File: config.mk
export PLATFORM = sky130hd
export DESIGN_NAME = rtc_alarm_ctrl
export DESIGN_NICKNAME = d
export VERILOG_FILES = /design/src/rtl/rtc_alarm_pkg.sv /design/src/rtl/rtc_alarm_window.sv /design/src/rtl/rtc_alarm_match.sv /design/src/rtl/rtc_alarm_seq.sv /design/src/rtl/rtc_alarm_ctrl.sv
export SDC_FILE = /design/constraint.sdc
export NUM_CORES = 1
export LEC_CHECK = 0
export ABC_AREA = 1
export BUFFER_PORTS_ARGS = -buffer_cell sky130_fd_sc_hd__buf_2
export CORE_ASPECT_RATIO = 0.5
export CORE_MARGIN = 4
export CORE_UTILIZATION = 57
export DETAILED_ROUTE_END_ITERATION = 8
export GPL_TIMING_DRIVEN = 1
export PLACE_DENSITY = 0.82
export SLEW_MARGIN = 20
export SYNTH_ARGS = -nofsm -noshare
export SYNTH_HDL_FRONTEND = slang
export SYNTH_SLANG_ARGS = --single-unit
export TNS_END_PERCENT = 5
File: constraint.sdc
create_clock -name clk -period 3.2 [get_ports clk]
set_input_delay 0.32 -clock clk [delete_from_list [all_inputs] [get_ports clk]]
set_output_delay 0.32 -clock clk [all_outputs]
set_load 0.1 [all_outputs]
File: src/rtl/rtc_alarm_pkg.sv
package rtc_alarm_pkg;

    localparam int FLD_W  = 8;   // one BCD byte per time field
    localparam int DIG_W  = 4;   // one BCD digit
    localparam int PTR_W  = 2;   // window pointer width
    localparam int NPAIR  = 3;   // implemented field pairs behind the window
    localparam int MASK_W = 4;   // granularity code width

    typedef enum logic [1:0] {
        ST_OFF   = 2'd0,
        ST_ARMED = 2'd1,
        ST_FIRE  = 2'd2
    } alm_state_e;

    typedef enum logic [MASK_W-1:0] {
        GR_HALF   = 4'd0,
        GR_SEC    = 4'd1,
        GR_TENSEC = 4'd2,
        GR_MIN    = 4'd3,
        GR_TENMIN = 4'd4,
        GR_HOUR   = 4'd5,
        GR_DAY    = 4'd6,
        GR_WEEK   = 4'd7,
        GR_MONTH  = 4'd8,
        GR_YEAR   = 4'd9
    } alm_gran_e;

    typedef struct packed {
        logic [FLD_W-1:0] sec;
        logic [FLD_W-1:0] min;
        logic [FLD_W-1:0] hour;
        logic [FLD_W-1:0] wday;
        logic [FLD_W-1:0] day;
        logic [FLD_W-1:0] month;
    } cal_time_t;

endpackage

File: src/rtl/rtc_alarm_window.sv
module rtc_alarm_window
    import rtc_alarm_pkg::*;
(
    input  logic             clk,
    input  logic             rst_n,
    input  logic             ptr_load,
    input  logic [PTR_W-1:0] ptr_din,
    input  logic             hi_wr,
    input  logic             hi_rd,
    input  logic             lo_wr,
    input  logic [FLD_W-1:0] wdata,
    output logic [PTR_W-1:0] ptr,
    output logic [FLD_W-1:0] hi_rdata,
    output logic [FLD_W-1:0] lo_rdata,
    output cal_time_t        alarm
);

    logic [FLD_W-1:0] hi_vec [NPAIR];
    logic [FLD_W-1:0] lo_vec [NPAIR];
    logic             hi_access;

    assign hi_access = hi_wr | hi_rd;

    // Pointer: a configuration load wins, otherwise step down to the floor
    always_ff @(posedge clk or negedge rst_n) begin
        if (!rst_n) begin
            ptr <= '0;
        end else if (ptr_load) begin
            ptr <= ptr_din;
        end else if (hi_access && (ptr != '0)) begin
            ptr <= ptr - 1'b1;
        end
    end

    // One storage pair per implemented pointer value
    for (genvar g = 0; g < NPAIR; g++) begin : g_pair
        logic [FLD_W-1:0] hi_q;
        logic [FLD_W-1:0] lo_q;
        logic             sel;

        assign sel = (ptr == PTR_W'(g));

        always_ff @(posedge clk or negedge rst_n) begin
            if (!rst_n) begin
                hi_q <= '0;
                lo_q <= '0;
            end else begin
                if (hi_wr && sel) hi_q <= wdata;
                if (lo_wr && sel) lo_q <= wdata;
            end
        end

        assign hi_vec[g] = hi_q;
        assign lo_vec[g] = lo_q;
    end

    // Read mux: an unimplemented pointer value reads as zero
    always_comb begin
        hi_rdata = '0;
        lo_rdata = '0;
        for (int i = 0; i < NPAIR; i++) begin
            if (ptr == PTR_W'(i)) begin
                hi_rdata = hi_vec[i];
                lo_rdata = lo_vec[i];
            end
        end
    end

    assign alarm.sec   = lo_vec[0];
    assign alarm.min   = hi_vec[0];
    assign alarm.hour  = lo_vec[1];
    assign alarm.wday  = hi_vec[1];
    assign alarm.day   = lo_vec[2];
    assign alarm.month = hi_vec[2];

endmodule

File: src/rtl/rtc_alarm_match.sv
module rtc_alarm_match
    import rtc_alarm_pkg::*;
(
    input  logic [MASK_W-1:0] gran,
    input  logic              now_half,
    input  cal_time_t         now,
    input  cal_time_t         alarm,
    output logic              hit
);

    logic on_sec;
    logic sec_lo, sec_eq, min_lo, min_eq, hour_eq, wday_eq, day_eq, mon_eq;
    logic upto_min;

    always_comb begin
        on_sec   = ~now_half;
        sec_lo   = (now.sec[DIG_W-1:0] == alarm.sec[DIG_W-1:0]);
        sec_eq   = (now.sec   == alarm.sec);
        min_lo   = (now.min[DIG_W-1:0] == alarm.min[DIG_W-1:0]);
        min_eq   = (now.min   == alarm.min);
        hour_eq  = (now.hour  == alarm.hour);
        wday_eq  = (now.wday  == alarm.wday);
        day_eq   = (now.day   == alarm.day);
        mon_eq   = (now.month == alarm.month);
        upto_min = on_sec & sec_eq & min_eq;
    end

    always_comb begin
        unique case (alm_gran_e'(gran))
            GR_HALF:   hit = 1'b1;
            GR_SEC:    hit = on_sec;
            GR_TENSEC: hit = on_sec & sec_lo;
            GR_MIN:    hit = on_sec & sec_eq;
            GR_TENMIN: hit = on_sec & sec_eq & min_lo;
            GR_HOUR:   hit = upto_min;
            GR_DAY:    hit = upto_min & hour_eq;
            GR_WEEK:   hit = upto_min & hour_eq & wday_eq;
            GR_MONTH:  hit = upto_min & hour_eq & day_eq;
            GR_YEAR:   hit = upto_min & hour_eq & day_eq & mon_eq;
            default:   hit = 1'b0;
        endcase
    end

endmodule

File: src/rtl/rtc_alarm_seq.sv
module rtc_alarm_seq
    import rtc_alarm_pkg::*;
#(
    parameter int RPT_W = 8
) (
    input  logic              clk,
    input  logic              rst_n,
    input  logic              cfg_wr,
    input  logic              cfg_en,
    input  logic              cfg_chime,
    input  logic [MASK_W-1:0] cfg_gran,
    input  logic [RPT_W-1:0]  cfg_rpt,
    input  logic              tick,
    input  logic              hit,
    output logic              en,
    output logic              chime,
    output logic [MASK_W-1:0] gran,
    output logic [RPT_W-1:0]  rpt,
    output logic              evt
);

    alm_state_e state, nxt;
    logic       rpt_zero;

    assign rpt_zero = (rpt == '0);

    // State register
    always_ff @(posedge clk or negedge rst_n) begin
        if (!rst_n) state <= ST_OFF;
        else        state <= nxt;
    end

    // Next-state logic
    always_comb begin
        nxt = state;
        unique case (state)
            ST_OFF:   nxt = ST_OFF;
            ST_ARMED: nxt = (tick && hit) ? ST_FIRE : ST_ARMED;
            ST_FIRE:  nxt = (rpt_zero && !chime) ? ST_OFF : ST_ARMED;
            default:  nxt = ST_OFF;
        endcase
        if (cfg_wr) nxt = cfg_en ? ST_ARMED : ST_OFF;
    end

    // Outputs
    always_comb begin
        evt = (state == ST_FIRE);
        en  = (state != ST_OFF);
    end

    // Repeat counter
    always_ff @(posedge clk or negedge rst_n) begin
        if (!rst_n) begin
            rpt <= '0;
        end else if (cfg_wr) begin
            rpt <= cfg_rpt;
        end else if (state == ST_FIRE) begin
            if (!rpt_zero)  rpt <= rpt - 1'b1;
            else if (chime) rpt <= '1;
        end
    end

    // Mode bits
    always_ff @(posedge clk or negedge rst_n) begin
        if (!rst_n) begin
            chime <= 1'b0;
            gran  <= '0;
        end else if (cfg_wr) begin
            chime <= cfg_chime;
            gran  <= cfg_gran;
        end
    end

endmodule

File: src/rtl/rtc_alarm_ctrl.sv
module rtc_alarm_ctrl
    import rtc_alarm_pkg::*;
#(
    parameter int RPT_W = 8
) (
    input  logic                              clk,
    input  logic                              rst_n,
    input  logic                              tick_half,
    input  logic                              now_half,
    input  logic [FLD_W-1:0]                  now_sec,
    input  logic [FLD_W-1:0]                  now_min,
    input  logic [FLD_W-1:0]                  now_hour,
    input  logic [FLD_W-1:0]                  now_wday,
    input  logic [FLD_W-1:0]                  now_day,
    input  logic [FLD_W-1:0]                  now_month,
    input  logic                              cfg_wr,
    input  logic [RPT_W+MASK_W+PTR_W+1:0]     cfg_wdata,
    output logic [RPT_W+MASK_W+PTR_W+1:0]     cfg_rdata,
    input  logic                              win_hi_wr,
    input  logic                              win_hi_rd,
    input  logic                              win_lo_wr,
    input  logic [FLD_W-1:0]                  win_wdata,
    output logic [FLD_W-1:0]                  win_hi_rdata,
    output logic [FLD_W-1:0]                  win_lo_rdata,
    output logic                              alarm_evt
);

    localparam int CFG_W   = RPT_W + MASK_W + PTR_W + 2;
    localparam int EN_BIT  = CFG_W - 1;
    localparam int CH_BIT  = CFG_W - 2;
    localparam int PTR_LSB = RPT_W + MASK_W;

    cal_time_t         now_t;
    cal_time_t         alarm_t;
    logic [PTR_W-1:0]  ptr;
    logic              hit;
    logic              en, chime;
    logic [MASK_W-1:0] gran;
    logic [RPT_W-1:0]  rpt;

    assign now_t.sec   = now_sec;
    assign now_t.min   = now_min;
    assign now_t.hour  = now_hour;
    assign now_t.wday  = now_wday;
    assign now_t.day   = now_day;
    assign now_t.month = now_month;

    rtc_alarm_window u_win (
        .clk      (clk),
        .rst_n    (rst_n),
        .ptr_load (cfg_wr),
        .ptr_din  (cfg_wdata[PTR_LSB +: PTR_W]),
        .hi_wr    (win_hi_wr),
        .hi_rd    (win_hi_rd),
        .lo_wr    (win_lo_wr),
        .wdata    (win_wdata),
        .ptr      (ptr),
        .hi_rdata (win_hi_rdata),
        .lo_rdata (win_lo_rdata),
        .alarm    (alarm_t)
    );

    rtc_alarm_match u_match (
        .gran     (gran),
        .now_half (now_half),
        .now      (now_t),
        .alarm    (alarm_t),
        .hit      (hit)
    );

    rtc_alarm_seq #(.RPT_W(RPT_W)) u_seq (
        .clk       (clk),
        .rst_n     (rst_n),
        .cfg_wr    (cfg_wr),
        .cfg_en    (cfg_wdata[EN_BIT]),
        .cfg_chime (cfg_wdata[CH_BIT]),
        .cfg_gran  (cfg_wdata[RPT_W +: MASK_W]),
        .cfg_rpt   (cfg_wdata[RPT_W-1:0]),
        .tick      (tick_half),
        .hit       (hit),
        .en        (en),
        .chime     (chime),
        .gran      (gran),
        .rpt       (rpt),
        .evt       (alarm_evt)
    );

    assign cfg_rdata = {en, chime, ptr, gran, rpt};

endmodule

== Yosys cells after proc, flatten, opt, wreduce, memory -nomap -nowiden ==
Cells that the tools add are included.
Storage, ports and cells
  logic and storage cells: 81
  output and inout bits: 33
  flip-flop bits (word level): 65
Cells by class
  eq/ne operators: 22
  bitwise gates (word level): 10
  multiplexer cells: 18
  reduce and logical (&&, ||, !) cells: 18
  add/sub/neg operators: 2
Operator list (count)
  two-way mux 8 bit: 10
  equality test 8 bit: 6
  equality test 4 x 3 -> 1 bit (second input constant): 4
  one-hot mux 1 bit (10 select lines): 1
  logical AND 1 bit: 9
  AND 1 bit: 8
  equality test 4 x 2 -> 1 bit (second input constant): 2
  equality test 4 bit: 2
  equality test 4 bit (second input constant): 2
  logical NOT 8 bit: 1
  two-way mux 2 bit: 4
  nonzero test 2 bit: 4
  subtractor 8 x 1 -> 8 bit (second input constant): 1
  equality test 2 x 1 -> 1 bit (second input constant): 2
  equality test 2 bit (second input constant): 2
  equality test 4 x 1 -> 1 bit (second input constant): 1
  logical NOT 4 bit: 1
  one-hot mux 2 bit (2 select lines): 1
  != test 3 x 2 -> 1 bit (second input constant): 1
  logical NOT 2 bit: 1
  two-way mux 1 bit: 2
  AND reduction 2 bit: 1
  subtractor 2 x 1 -> 2 bit (second input constant): 1
  logical NOT 1 bit: 1
  other kinds (2): 2

== Logic depth before layout (Yosys ltp) ==
  depth in word-level cells: 11
  depth in mapped cells: 17

== Hierarchy ==
A second synthesis with hierarchy kept.
Unflattened totals
  cells, all modules: 552
  area, all modules: 4082.7 um2
By module, submodules not included
  rtc_alarm_window: cells each 257, seq. area each 1251.2 um2, area each 2263.4 um2, instances 1
  rtc_alarm_seq: cells each 123, seq. area each 375.4 um2, area each 919.6 um2, instances 1
  rtc_alarm_match: cells each 170, seq. area each 0.0 um2, area each 884.6 um2, instances 1
  rtc_alarm_ctrl: cells each 2, seq. area each 0.0 um2, area each 15.0 um2, instances 1

== Worst setup path before layout ==
OpenSTA, ideal clock, no wires.
  path type: flip-flop to output port
  start point: reg u_win.ptr[1]
  end point: out win_lo_rdata[0]
  data arrival time: 3.646 ns
  data required time: 2.880 ns
  buffers on the path: 1
  stages on the path, launching flop included: 5
  setup slack: -0.766 ns
  cells stage by stage: dfrtp_1 -> ha_1 -> inv_1 -> clkbuf_1 -> o21ai_0
On the way
  longest elaborated chain between the ends: 4
  elaborated cells on any way between the ends: 6
  those cells by class: eq/ne (2); mux (3); reduce/logical (1)
Ends and longest elaborated chain
  from (decl): RTL line rtc_alarm_window.sv:12  | output logic [PTR_W-1:0] ptr,
  from (signal assigned): RTL line rtc_alarm_window.sv:29  | ptr <= ptr_din;
  from (signal assigned): RTL line rtc_alarm_window.sv:31  | ptr <= ptr - 1'b1;
  logical NOT 2 bit: RTL line rtc_alarm_window.sv:62  | if (ptr == PTR_W'(i)) begin
  two-way mux 8 bit (2 in a row): RTL line rtc_alarm_window.sv:62
  two-way mux 8 bit (*): RTL line rtc_alarm_window.sv:62
  to (decl): RTL line rtc_alarm_ctrl.sv:24  | output logic [FLD_W-1:0] win_lo_rdata,
Every way passes the cells marked *; elsewhere a longest branch is shown, timed or not.

== Worst setup path in the final report ==
  start point: reg u_win.ptr[0]
  end point: out win_hi_rdata[3]
On the way
  longest elaborated chain between the ends: 4
  elaborated cells on any way between the ends: 6
  those cells by class: eq/ne (2); mux (3); reduce/logical (1)
Ends and longest elaborated chain
  logical NOT 2 bit: RTL line rtc_alarm_window.sv:62
  two-way mux 8 bit (2 in a row): RTL line rtc_alarm_window.sv:62
  two-way mux 8 bit (*): RTL line rtc_alarm_window.sv:62
  to (decl): RTL line rtc_alarm_ctrl.sv:23  | output logic [FLD_W-1:0] win_hi_rdata,
Marks and branches as above.

==> run metrics <==
Worst setup SP type register; Post-route DRC 0; power density cells 947 nW/um^2; crit path from u_win.ptr[0]; ant diodes 0; Worst EP required 2.88 ns; total gr overflow 0; max_cap viols 0; sw frac 50.2%; Worst R2R Path Depth 5; sequential share of power 30.4%; antenna viol nets, final 0; M1 WL 4810 um; final core utilization 74.3%; Worst Path Buf+Inv 4; final slew viol count 0; GP Congestion 0.919; # clock sinks 65; Initial Utilization 60.5%; final layout net count 801; Max Fclk 371 MHz; fin crit period 2.70 ns; Worst Setup End Kind output port; DR WL met3 965 um; WP data arrival 2.38 ns; delay-heaviest family, CP buffers and inverters; top sig layer met4; # fillers 564; chip height 68.5 um; flop2flop setup slack 1.23 ns; Routed WL 11500 um; measured slew at the worst slew-check pin 0.826 ns; CTS H-Tree Depth 3; Hold Buf Count CTS 0; Clk network pwr share 21.1%; status finished clean; largest net degree at the start of global routing 38; post-CTS setup buffers 0; First-pass DRT Iterations 5; first-pass GRT wire length 18900 um; Root Driver clkbuf_16; Die ar. 8830 um^2; Largest stage delay, worst path 0.47 ns; RR Startpoint u_win.ptr[1]; hold_ws 0.0693 ns; relative slew slack 44.9%; worst-case clock buffer depth 2; routed via count 4237; layout cell share with drive strength beyond 1 21.2%; Mapped Avg Cell Area 6.87 um^2; post-synthesis net count 694; cell mode on critical path inv_1; cell internal pwr 2.41 mW; core area 6880 um^2; Hold Violations, Final 0; chip width 129 um; clock skew 0.00482 ns; Leakage 2.80 nW; Num CTS Buffers 9; combinational share of power 48.5%; met2 wire len 5570 um; peak fanout along the critical path 22; sequential-to-total area share from yosys stat 39.0%; GRT Overall Usage 27.8%; post-cts gate resize count 0; Worst Hold Class input port to async pin; P_sw 2.43 mW; dpl hpwl 8780 um; Cell Area, Placed 4790 um^2; count of cell types in the netlist 34; Setup Total Neg Slack 0 ns; wire per inst 14.2 um; Peak VDD IR 0.436 mV; kind of critical path register to output port; Cell Area, Synth 4170 um^2; Tcrit/Tclk final 84.2%; RSZ-0062 raised after global routing false; port buffer count 112; TritonCTS clock tree yes; area added between synthesis and finish 22.7%; RR Endpoint u_win.g_pair[1].lo_q[5]; row count 21; CP Cell Sequence inv_1 -> ha_1 -> buf_4 -> inv_1 -> nor2_1 -> a21oi_1 -> buf_2; slowest CP cell buf_2; post-route cell area 5110 um^2; vias in the first global route 4056; initial antenna violation count 0; worst skew pair latency 0.34 ns; 1st-iter DRT viols 303; clock slew at reported path FFs 0.05 ns; post-synthesis instance total 607; Setup-failing EPs final 0; Yosys warning count 0; I/O pins 113; flops & latches, synth 65; DR vias/cell 5.23
cell usage in the layout (no fill, tap or decap), drive strengths merged:
master  synthesis  final
nand2         189    189
buf             5    116
inv            94     94
o21ai          75     75
dfrtp          65     65
nor2           56     56
a21oi          28     28
xnor2          14     14
clkbuf         15     13
nand3          12     12
nand3b         11     11
ha              7      7
or2             5      5
nand4           5      5
o211ai          5      5
nor3            4      4
a22oi           4      4
xor2            3      3
o221ai          3      3
a211oi          2      2
a31oi           2      2
o21bai          1      1
a211o           1      1
o22ai           1      1
bufinv          0      1
clkinv          0      1
how the worst max path moves through the flow:
stage,cells past startpoint,to
finish,7,win_hi_rdata[3]
global route,7,win_hi_rdata[3]
CTS,7,win_lo_rdata[2]
detailed placement,6,win_lo_rdata[0]
global placement,6,win_lo_rdata[0]
floorplan,5,win_hi_rdata[3]
power groups by stage:
stage / registers, mW / logic [mW] / clock network [mW]
after floorplan: 1.54 / 1.78 / 0
after global placement: 1.47 / 2.29 / 0
after detailed placement: 1.48 / 2.33 / 0
after CTS: 1.47 / 2.35 / 1.03
after global routing: 1.51 / 2.58 / 1.07
final: 1.47 / 2.35 / 1.02
cell usage after synthesis, drive strengths merged:
cell type  number  share of area (%)
a22oi           4               0.72
a21oi          28                3.4
o211ai          5                1.3
inv            94                8.5
o221ai          3               0.78
dfrtp          65                 39
nand3b         11                2.0
buf             5               0.63
clkbuf         15                1.4
or2             5               0.75
a31oi           2               0.30
xor2            3               0.63
a211o           1               0.21
o21bai          1               0.18
ha              7                2.1
o22ai           1               0.15
nand2         189                 17
nand4           5               0.90
a211oi          2               0.36
nor3            4               0.48
nand3          12                1.4
o21ai          75                9.5
xnor2          14                2.9
nor2           56                5.2
worst register-to-register path, stage by stage (launching register included):
cell	delay (ns)
dfrtp_1	0.40
inv_1	0.11
ha_2	0.57
nand2_1	0.47
nand2_1	0.17
o21ai_0	0.10
stage by stage:
stage                     power [mW]  setup slack, ns  cells
after detailed placement        3.81            0.680    795
final                           4.84            0.504    810
after global placement          3.76            0.771    795
after floorplan                 3.32           -0.494    607
after global routing            5.16            0.367    810
after CTS                       4.85            0.265    810
routing by layer:
metal	vias up	GRT usage [%]
met4	0	7.85
met3	13	8.34
met1	1952	34.9
met5	-	0
li1	2129	-
met2	143	47.5
logic make-up after synthesis:
logic type                 share of synthesized area, %
AOI/OAI and AO/OA                                  16.9
xor gates and xnor gates                           3.57
adders and majority gates                          2.10
buffers and inverters                              10.4
DFF                                                39.0
and+or+nand+nor                                    28.0
state kept, by name, indices dropped and copies added, names as in the netlist:
signal,flops
u_win.g_pair.hi_q,24
u_seq.gran,4
u_seq.state,2
u_seq.chime,1
u_win.g_pair.lo_q,24
u_win.ptr,2
u_seq.rpt,8
area by class of cell:
class	count	area, um^2	area share, %
clock buffer	13	280	5.48
clock inverter	2	35.0	0.685
inverter	94	353	6.90
multi-input combinational	428	2110	41.3
sequential	65	1630	31.8
tap	92	115	2.25
timing repair buffer	116	591	11.6
Note: power is estimated with default switching activity, not from simulation.
